### config.mk
export PLATFORM = sky130hd
export DESIGN_NAME = pram_window_map
export DESIGN_NICKNAME = d
export VERILOG_FILES = /design/src/rtl/pram_pkg.sv /design/src/rtl/pram_page_reg.sv /design/src/rtl/pram_window_decode.sv /design/src/rtl/pram_gaddr_build.sv /design/src/rtl/pram_window_map.sv
export SDC_FILE = /design/constraint.sdc
export NUM_CORES = 1
export LEC_CHECK = 0
export ABC_AREA = 1
export CORE_MARGIN = 5
export CORE_UTILIZATION = 38
export CTS_CLUSTER_SIZE = 10
export DETAILED_ROUTE_END_ITERATION = 10
export DONT_BUFFER_PORTS = 1
export MAX_ROUTING_LAYER = met4
export PLACE_DENSITY_LB_ADDON = 0.3
export SYNTH_ARGS = -nofsm -noshare
export SYNTH_HDL_FRONTEND = slang
export SYNTH_SLANG_ARGS = --single-unit
### constraint.sdc
create_clock -name clk -period 1.75 [get_ports clk]
set_input_delay 0.4375 -clock clk [delete_from_list [all_inputs] [get_ports clk]]
set_output_delay 0.4375 -clock clk [all_outputs]
set_load 0.05 [all_outputs]
### src/rtl/pram_pkg.sv
`timescale 1ns/1ps
package pram_pkg;
   typedef enum logic [1:0] {
      WIN_NONE  = 2'd0,
      WIN_PAGED = 2'd1,
      WIN_FIXED = 2'd2
   } win_kind_t;
endpackage

### src/rtl/pram_page_reg.sv
`timescale 1ns/1ps
module pram_page_reg #(
   parameter int PAGE_W     = 8,
   parameter int RESET_PAGE = 253
) (
   input  logic              clk,
   input  logic              rst_n,
   input  logic              wr,
   input  logic [PAGE_W-1:0] wdata,
   output logic [PAGE_W-1:0] page
);
   localparam logic [PAGE_W-1:0] RST_VAL = PAGE_W'(RESET_PAGE);

   always_ff @(posedge clk or negedge rst_n) begin
      if (!rst_n)  page <= RST_VAL;
      else if (wr) page <= wdata;
   end
endmodule

### src/rtl/pram_window_decode.sv
`timescale 1ns/1ps
module pram_window_decode
   import pram_pkg::*;
#(
   parameter int LOCAL_AW  = 16,
   parameter int OFFSET_W  = 12,
   parameter int PAGE_W    = 8,
   parameter int PAGED_WIN = 1,
   parameter int NUM_FIXED = 2,
   parameter int TOP_PAGE  = 255
) (
   input  logic                valid,
   input  logic [LOCAL_AW-1:0] addr,
   input  logic [PAGE_W-1:0]   reg_page,
   output win_kind_t           kind,
   output logic [PAGE_W-1:0]   sel_page
);
   localparam int WIN_W = LOCAL_AW - OFFSET_W;

   logic [WIN_W-1:0]  win;
   logic              paged_sel;
   logic [NUM_FIXED-1:0] fixed_sel;
   logic [PAGE_W-1:0] fixed_page [NUM_FIXED];

   assign win       = addr[LOCAL_AW-1:OFFSET_W];
   assign paged_sel = valid && (win == WIN_W'(PAGED_WIN));

   // Fixed windows follow the movable one and alias the highest pages.
   for (genvar i = 0; i < NUM_FIXED; i++) begin : g_fixed
      assign fixed_sel[i]  = valid && (win == WIN_W'(PAGED_WIN + 1 + i));
      assign fixed_page[i] = PAGE_W'(TOP_PAGE - (NUM_FIXED - 1 - i));
   end

   always_comb begin
      kind     = WIN_NONE;
      sel_page = '0;
      if (paged_sel) begin
         kind     = WIN_PAGED;
         sel_page = reg_page;
      end else begin
         for (int j = 0; j < NUM_FIXED; j++) begin
            if (fixed_sel[j]) begin
               kind     = WIN_FIXED;
               sel_page = fixed_page[j];
            end
         end
      end
   end
endmodule

### src/rtl/pram_gaddr_build.sv
`timescale 1ns/1ps
module pram_gaddr_build
   import pram_pkg::*;
#(
   parameter int OFFSET_W   = 12,
   parameter int PAGE_W     = 8,
   parameter int ZERO_PAD   = 3,
   parameter int IMPL_BYTES = 1 << 20,
   localparam int GLOBAL_AW = ZERO_PAD + PAGE_W + OFFSET_W
) (
   input  win_kind_t             kind,
   input  logic [PAGE_W-1:0]     sel_page,
   input  logic [OFFSET_W-1:0]   offset,
   output logic [GLOBAL_AW-1:0]  gaddr,
   output logic                  hit,
   output logic                  alias_reg
);
   localparam int RAM_AW     = PAGE_W + OFFSET_W;
   localparam int RAM_SPAN   = 1 << RAM_AW;
   localparam int IMPL_START = RAM_SPAN - IMPL_BYTES;

   logic [RAM_AW-1:0] ram_addr;
   logic              in_impl;
   logic              mapped;

   assign ram_addr = {sel_page, offset};
   assign mapped   = (kind != WIN_NONE);

   if (IMPL_BYTES == RAM_SPAN) begin : g_full
      assign in_impl = 1'b1;
   end else begin : g_partial
      assign in_impl = (ram_addr >= RAM_AW'(IMPL_START));
   end

   assign gaddr     = mapped ? {{ZERO_PAD{1'b0}}, ram_addr} : '0;
   assign hit       = mapped && in_impl;
   assign alias_reg = (kind == WIN_PAGED) && (sel_page == '0);
endmodule

### src/rtl/pram_window_map.sv
`timescale 1ns/1ps
module pram_window_map
   import pram_pkg::*;
#(
   parameter int LOCAL_AW   = 16,
   parameter int OFFSET_W   = 12,
   parameter int PAGE_W     = 8,
   parameter int ZERO_PAD   = 3,
   parameter int PAGED_WIN  = 1,
   parameter int NUM_FIXED  = 2,
   parameter int TOP_PAGE   = 255,
   parameter int RESET_PAGE = 253,
   parameter int IMPL_BYTES = 1 << 20,
   localparam int GLOBAL_AW = ZERO_PAD + PAGE_W + OFFSET_W
) (
   input  logic                  clk,
   input  logic                  rst_n,
   input  logic                  reg_wr,
   input  logic [PAGE_W-1:0]     reg_wdata,
   output logic [PAGE_W-1:0]     reg_rdata,
   input  logic                  map_valid,
   input  logic [LOCAL_AW-1:0]   map_addr,
   output logic [GLOBAL_AW-1:0]  map_gaddr,
   output logic                  map_hit,
   output logic                  map_alias
);
   localparam int WIN_COUNT = 1 << (LOCAL_AW - OFFSET_W);

   if (OFFSET_W >= LOCAL_AW)                  begin : g_bad_off  $error("OFFSET_W must be below LOCAL_AW"); end
   if (PAGE_W + OFFSET_W > 30)                begin : g_bad_span $error("page plus offset too wide"); end
   if (PAGED_WIN + NUM_FIXED >= WIN_COUNT)    begin : g_bad_win  $error("windows exceed local map"); end
   if (NUM_FIXED < 1 || TOP_PAGE >= (1 << PAGE_W) || TOP_PAGE < NUM_FIXED - 1)
                                              begin : g_bad_fix  $error("fixed page setup invalid"); end
   if (RESET_PAGE >= (1 << PAGE_W))           begin : g_bad_rst  $error("reset page out of range"); end
   if (IMPL_BYTES < 1 || IMPL_BYTES > (1 << (PAGE_W + OFFSET_W)))
                                              begin : g_bad_impl $error("implemented size out of range"); end

   win_kind_t         kind;
   logic [PAGE_W-1:0] sel_page;

   pram_page_reg #(
      .PAGE_W    (PAGE_W),
      .RESET_PAGE(RESET_PAGE)
   ) u_page_reg (
      .clk  (clk),
      .rst_n(rst_n),
      .wr   (reg_wr),
      .wdata(reg_wdata),
      .page (reg_rdata)
   );

   pram_window_decode #(
      .LOCAL_AW (LOCAL_AW),
      .OFFSET_W (OFFSET_W),
      .PAGE_W   (PAGE_W),
      .PAGED_WIN(PAGED_WIN),
      .NUM_FIXED(NUM_FIXED),
      .TOP_PAGE (TOP_PAGE)
   ) u_decode (
      .valid   (map_valid),
      .addr    (map_addr),
      .reg_page(reg_rdata),
      .kind    (kind),
      .sel_page(sel_page)
   );

   pram_gaddr_build #(
      .OFFSET_W  (OFFSET_W),
      .PAGE_W    (PAGE_W),
      .ZERO_PAD  (ZERO_PAD),
      .IMPL_BYTES(IMPL_BYTES)
   ) u_build (
      .kind     (kind),
      .sel_page (sel_page),
      .offset   (map_addr[OFFSET_W-1:0]),
      .gaddr    (map_gaddr),
      .hit      (map_hit),
      .alias_reg(map_alias)
   );
endmodule

* Word-level counts from Yosys, hierarchy flattened
Index checks and enable logic that the tools add are counted.
** Storage, ports and cells
- Output and inout port bits :: 33
- Word-level logic and storage cells :: 18
- Input bits :: 28
- Bits in registers :: 8
** Cells by class
- Reduce and logical (&&, ||, !) cells :: 6
- Multiplexer cells :: 7
- Equal/unequal tests :: 4
** Operator list (number)
- two-way mux 8 bit :: 3
- two-way mux 20 bit :: 1
- equality test 4 x 2 -> 1 bit (second input constant) :: 2
- zero test 8 bit :: 1
- two-way mux 2 bit :: 3
- equality test 4 x 1 -> 1 bit (second input constant) :: 1
- logical AND 1 bit :: 4
- equality test 2 x 1 -> 1 bit (second input constant) :: 1
- nonzero test 2 bit :: 1

* Longest topological paths before layout
- Depth in word-level cells :: 7
- Mapped depth :: 6
- Depth with buffers taken out :: 6

* Cells and area by module
Synthesis repeated with hierarchy kept, for this count alone.
** Second synthesis, totals
- Cell total of the unflattened synthesis :: 115
- Area, all modules :: 694.4 sq um
** By module, submodules not included
- pram_page_reg :: times used 1, cells each 34, seq. area each 209.0 sq um, area each 314.1 sq um
- pram_gaddr_build :: times used 1, cells each 56, seq. area each 0.0 sq um, area each 244.0 sq um
- pram_window_decode :: times used 1, cells each 25, seq. area each 0.0 sq um, area each 136.4 sq um

* Worst setup path after synthesis
OpenSTA, ideal clock, no wires.
- Path kind :: register -> output
- Start point :: register u_page_reg.page[5]
- End point :: output port map_gaddr[17]
- Path buffers :: 0
- Stages on the path, launching flop included :: 3
- Arrival :: 1.882 ns
- Path slack :: -0.569 ns
- Cell sequence :: dfstp_2 > inv_1 > o21ai_0
** Between the ends
- Longest elaborated chain between the ends :: 2
** RTL lines
- start, declared :: line pram_page_reg.sv:10 : output logic [PAGE_W-1:0] page
- start signal, assigned :: line pram_page_reg.sv:16 : else if (wr) page <= wdata;
- two-way mux 8 bit :: line pram_window_decode.sv:37 : if (paged_sel) begin
- two-way mux 20 bit :: line pram_gaddr_build.sv:35 : assign gaddr = mapped ? {{ZERO_PAD{1'b0}}, ram_addr} : '0;
- end, declared :: line pram_window_map.sv:23 : output logic [GLOBAL_AW-1:0] map_gaddr,
Every way passes these cells.

* Worst setup path after layout
- Start point :: register u_page_reg.page[4]
- End point :: output port map_alias
** Between the ends
- Longest elaborated chain between the ends :: 3
** RTL lines
- two-way mux 8 bit :: line pram_window_decode.sv:37
- zero test 8 bit :: line pram_gaddr_build.sv:37 : assign alias_reg = (kind == WIN_PAGED) && (sel_page == '0);
- logical AND 1 bit :: line pram_gaddr_build.sv:37
- end, declared :: line pram_window_map.sv:25 : output logic map_alias
Every way passes these cells.

==> results.md <==
* FILL cells at ~130
* Number of synthesized flops with an enable pin at 0
* Flops & latches, synth at 8
* Worst R2R End: u_page_reg.page[0]
* Routed length per instance at 13.4 µm
* 1st-pass router iterations at 4
* Final hold vios at 0
* Hold Path Class: input pin to asynchronous set/reset pin
* Max Slew Vio Count at 0
* Pre-CTS setup slack at 0.0301 ns
* Antenna violations before repair at 0
* Leading area contributor after synthesis: dfstp_2
* Synth top cells by count: inv_1 (24), nand2_1 (15), o21ai_0 (13)
* Setup Skew at 0 ns
* Number of distinct library cells after synthesis at 20
* Max layer used: met4
* Worst reg2reg path depth at 3
* CTS H-Tree Depth at 1
* Setup TNS at 0 ns
* Number of buffers inserted by port buffering at 0
* CTS tree: built
* DR iter-0 viols at 7
* Max-Cap Viols at 0
* Crit path time final at 1.73 ns
* Metal2 WL at 1.03 mm
* Die H at 51.7 µm
* Switch Pwr at around 0.28 mW
* Asr flop ratio synth at 1.00
* Number of vias per cell at ~4.8
* Cell-internal power at 0.406 mW
* Setup-failing EPs final at 0
* Clk pwr share at 0.216
* Final #Nets at 157
* Crit-path max FO at 3
* Most frequent cell after synthesis: inv_1
* Hpwl dp at 1.71 mm
* Syn avg cell area at 7.17 µm²
* Top reg by flops: u_page_reg.page
* Post-synth top area share at 0.279
* Ports at between 60 and 70
* DRC at 0
* RSZ-0062 raised after global routing: true
* Root Driver: clkbuf_4
* Net Sw Frac at 0.410
* Max FFs per register at 8
* Pleak at 0.586 nW
* Syn Std Cell Area at 659 µm²
* Die X at 51.7 µm
* Via count at 692
* Num CTS Buffers at 3
* Fmax at 578 MHz
* Setup ws final at between 0.015 and 0.02 ns
* Mapped Cells at roughly 90
* Peak supply drop at 0.537 mV
* Crit end category: output port
* Flop pwr share at 0.324
* Reg2reg start: u_page_reg.page[0]
* Largest net degree at the start of global routing at 17
* Pwr dens at about 580 nW/µm²
* Die area at between 2000 and 3000 µm²
* Final ANT Viol Nets at 0
* Ranking of synthesized cells by area: dfstp_2 (28%), inv_1 (14%), o21ai_0 (9.9%), nand2_1 (8.5%), nor2_2 (8.5%)
* P&R area growth vs syn at 81.4%
* Clk sinks at 8
* FF-to-FF setup slack at approximately 0.83 ns
* Initial Util at 0.390
* Share of cells above drive strength 1 at 0.516
* Vias in the first global route at 681
* Ys flop type: dfstp_2
* Met1 Routed Length at 649 µm
* Core box area at 1690 µm²
* CTS clk-pin slew, worst paths at 0.05 ns
* Global placement routability congestion at 0.744
* Arrival @ worst endpoint at 1.29 ns
* Critical path class: flop to output port
* Met3 wire length at 229 µm
* Critical Path RT at between 1 and 1.5 ns
* Global-route wire length before repair at 3.07 mm
* Total Power at 0.688 mW
* Register area share after synthesis at 0.317
* Final wirelength at 1.94 mm
* Gate power share at 0.460
* Layout Utilization at 0.708
* Antenna cells at 0
* Congestion Overflow GR at 0
* Startpoint Class: flop
* Tcrit/Tclk final at 0.989
* Status: finished clean
* Biggest regs: u_page_reg.page: 8 flops
* Clk buf depth at 2
* Synth warnings at 0
* Skew-Pair Late Insertion Delay at 0.25 ns
* Std-Cell Rows at 15
* All-Layer GR Usage at 0.155
==> layout make-up <==
| cell class | instances | area (µm²) | area share |
|---|---|---|---|
| Clock buffer | 4 | 26.3 | 0.0220 |
| Tap cell | 17 | 21.3 | 0.0178 |
| Multi-Input combinational cell | 56 | 363 | 0.303 |
| Inverter | 25 | 98.8 | 0.0826 |
| Timing Repair Buffer | 35 | 478 | 0.400 |
| Sequential cell | 8 | 209 | 0.175 |
==> placed cells by master, fill, tap and decap left out <==
cell type and instances:
a21oi_4 1, buf_12 17, buf_4 17, clkbuf_1 1, clkbuf_4 3, conb_1 3
dfrtp_1 1, dfstp_2 7, dlygate4sd3_1 1, inv_1 22, inv_2 2, inv_6 1
nand2_1 15, nand2_8 1, nand3_2 1, nand3_4 2, nand4_1 1, nor2_1 2
nor2_2 9, nor2_4 5, nor3b_1 1, o211ai_1 2, o21ai_0 8, o21ai_1 5
==> worst max path at each step <==
| stage | startpoint | to | slack [ns] |
|---|---|---|---|
| after floorplan | map_addr[14] | map_gaddr[11] | -0.20 |
| after global placement | map_addr[14] | map_alias | 0.06 |
| after detailed placement | map_addr[14] | map_alias | 0.03 |
| after CTS | u_page_reg.page[0] | map_alias | 0.004 |
| after global routing | u_page_reg.page[0] | map_alias | -0.06 |
| final | u_page_reg.page[4] | map_alias | 0.02 |
==> critical path: stages, from the launching register on <==
cell     delay, ns
dfstp_2       0.37
inv_2         0.06
nand4_1       0.09
nor2_1        0.15
nand3_2       0.10
nor2_4        0.13
buf_12        0.14
==> cells by family after synthesis <==
family          Yosys count  synth area share
compound gates           16             0.129
buf+inv                  30             0.216
flops                     8             0.317
other cells               1           0.00569
simple gates             37             0.332
==> through the flow <==
step           std cells  hold slack (ns)  instance area, µm²
2_1_floorplan         94            0.142                 699
6_report             145           0.0238                1200
3_3_place_gp         137            0.142                1120
5_1_grt              145          0.00442                1200
3_5_place_dp         137            0.142                1120
4_1_cts              142           0.0131                1160
==> layer usage <==
layer | up-vias | GRT usage
met5 | - | -
met4 | 0 | 0.0655
met3 | 3 | 0.0287
met2 | 46 | 0.282
met1 | 305 | 0.164
li1 | 338 | -
==> power by group through the flow <==
stage	sequential (mW)	combinational, mW	clock [mW]
after floorplan	0.287	0.150	0
after global placement	0.225	0.298	0
after detailed placement	0.225	0.303	0
after CTS	0.223	0.306	0.156
after global routing	0.227	0.332	0.167
final	0.223	0.316	0.148
==> timing repair <==
action                     in CTS  in global routing
hold endpoints to repair        1                  0
setup buffers                   0                  3
pin swaps                       1                  6
resized for setup               2                  3
hold buffers                    1                  0
setup endpoints to repair       1                  4
(Power assumes the default switching activity.)
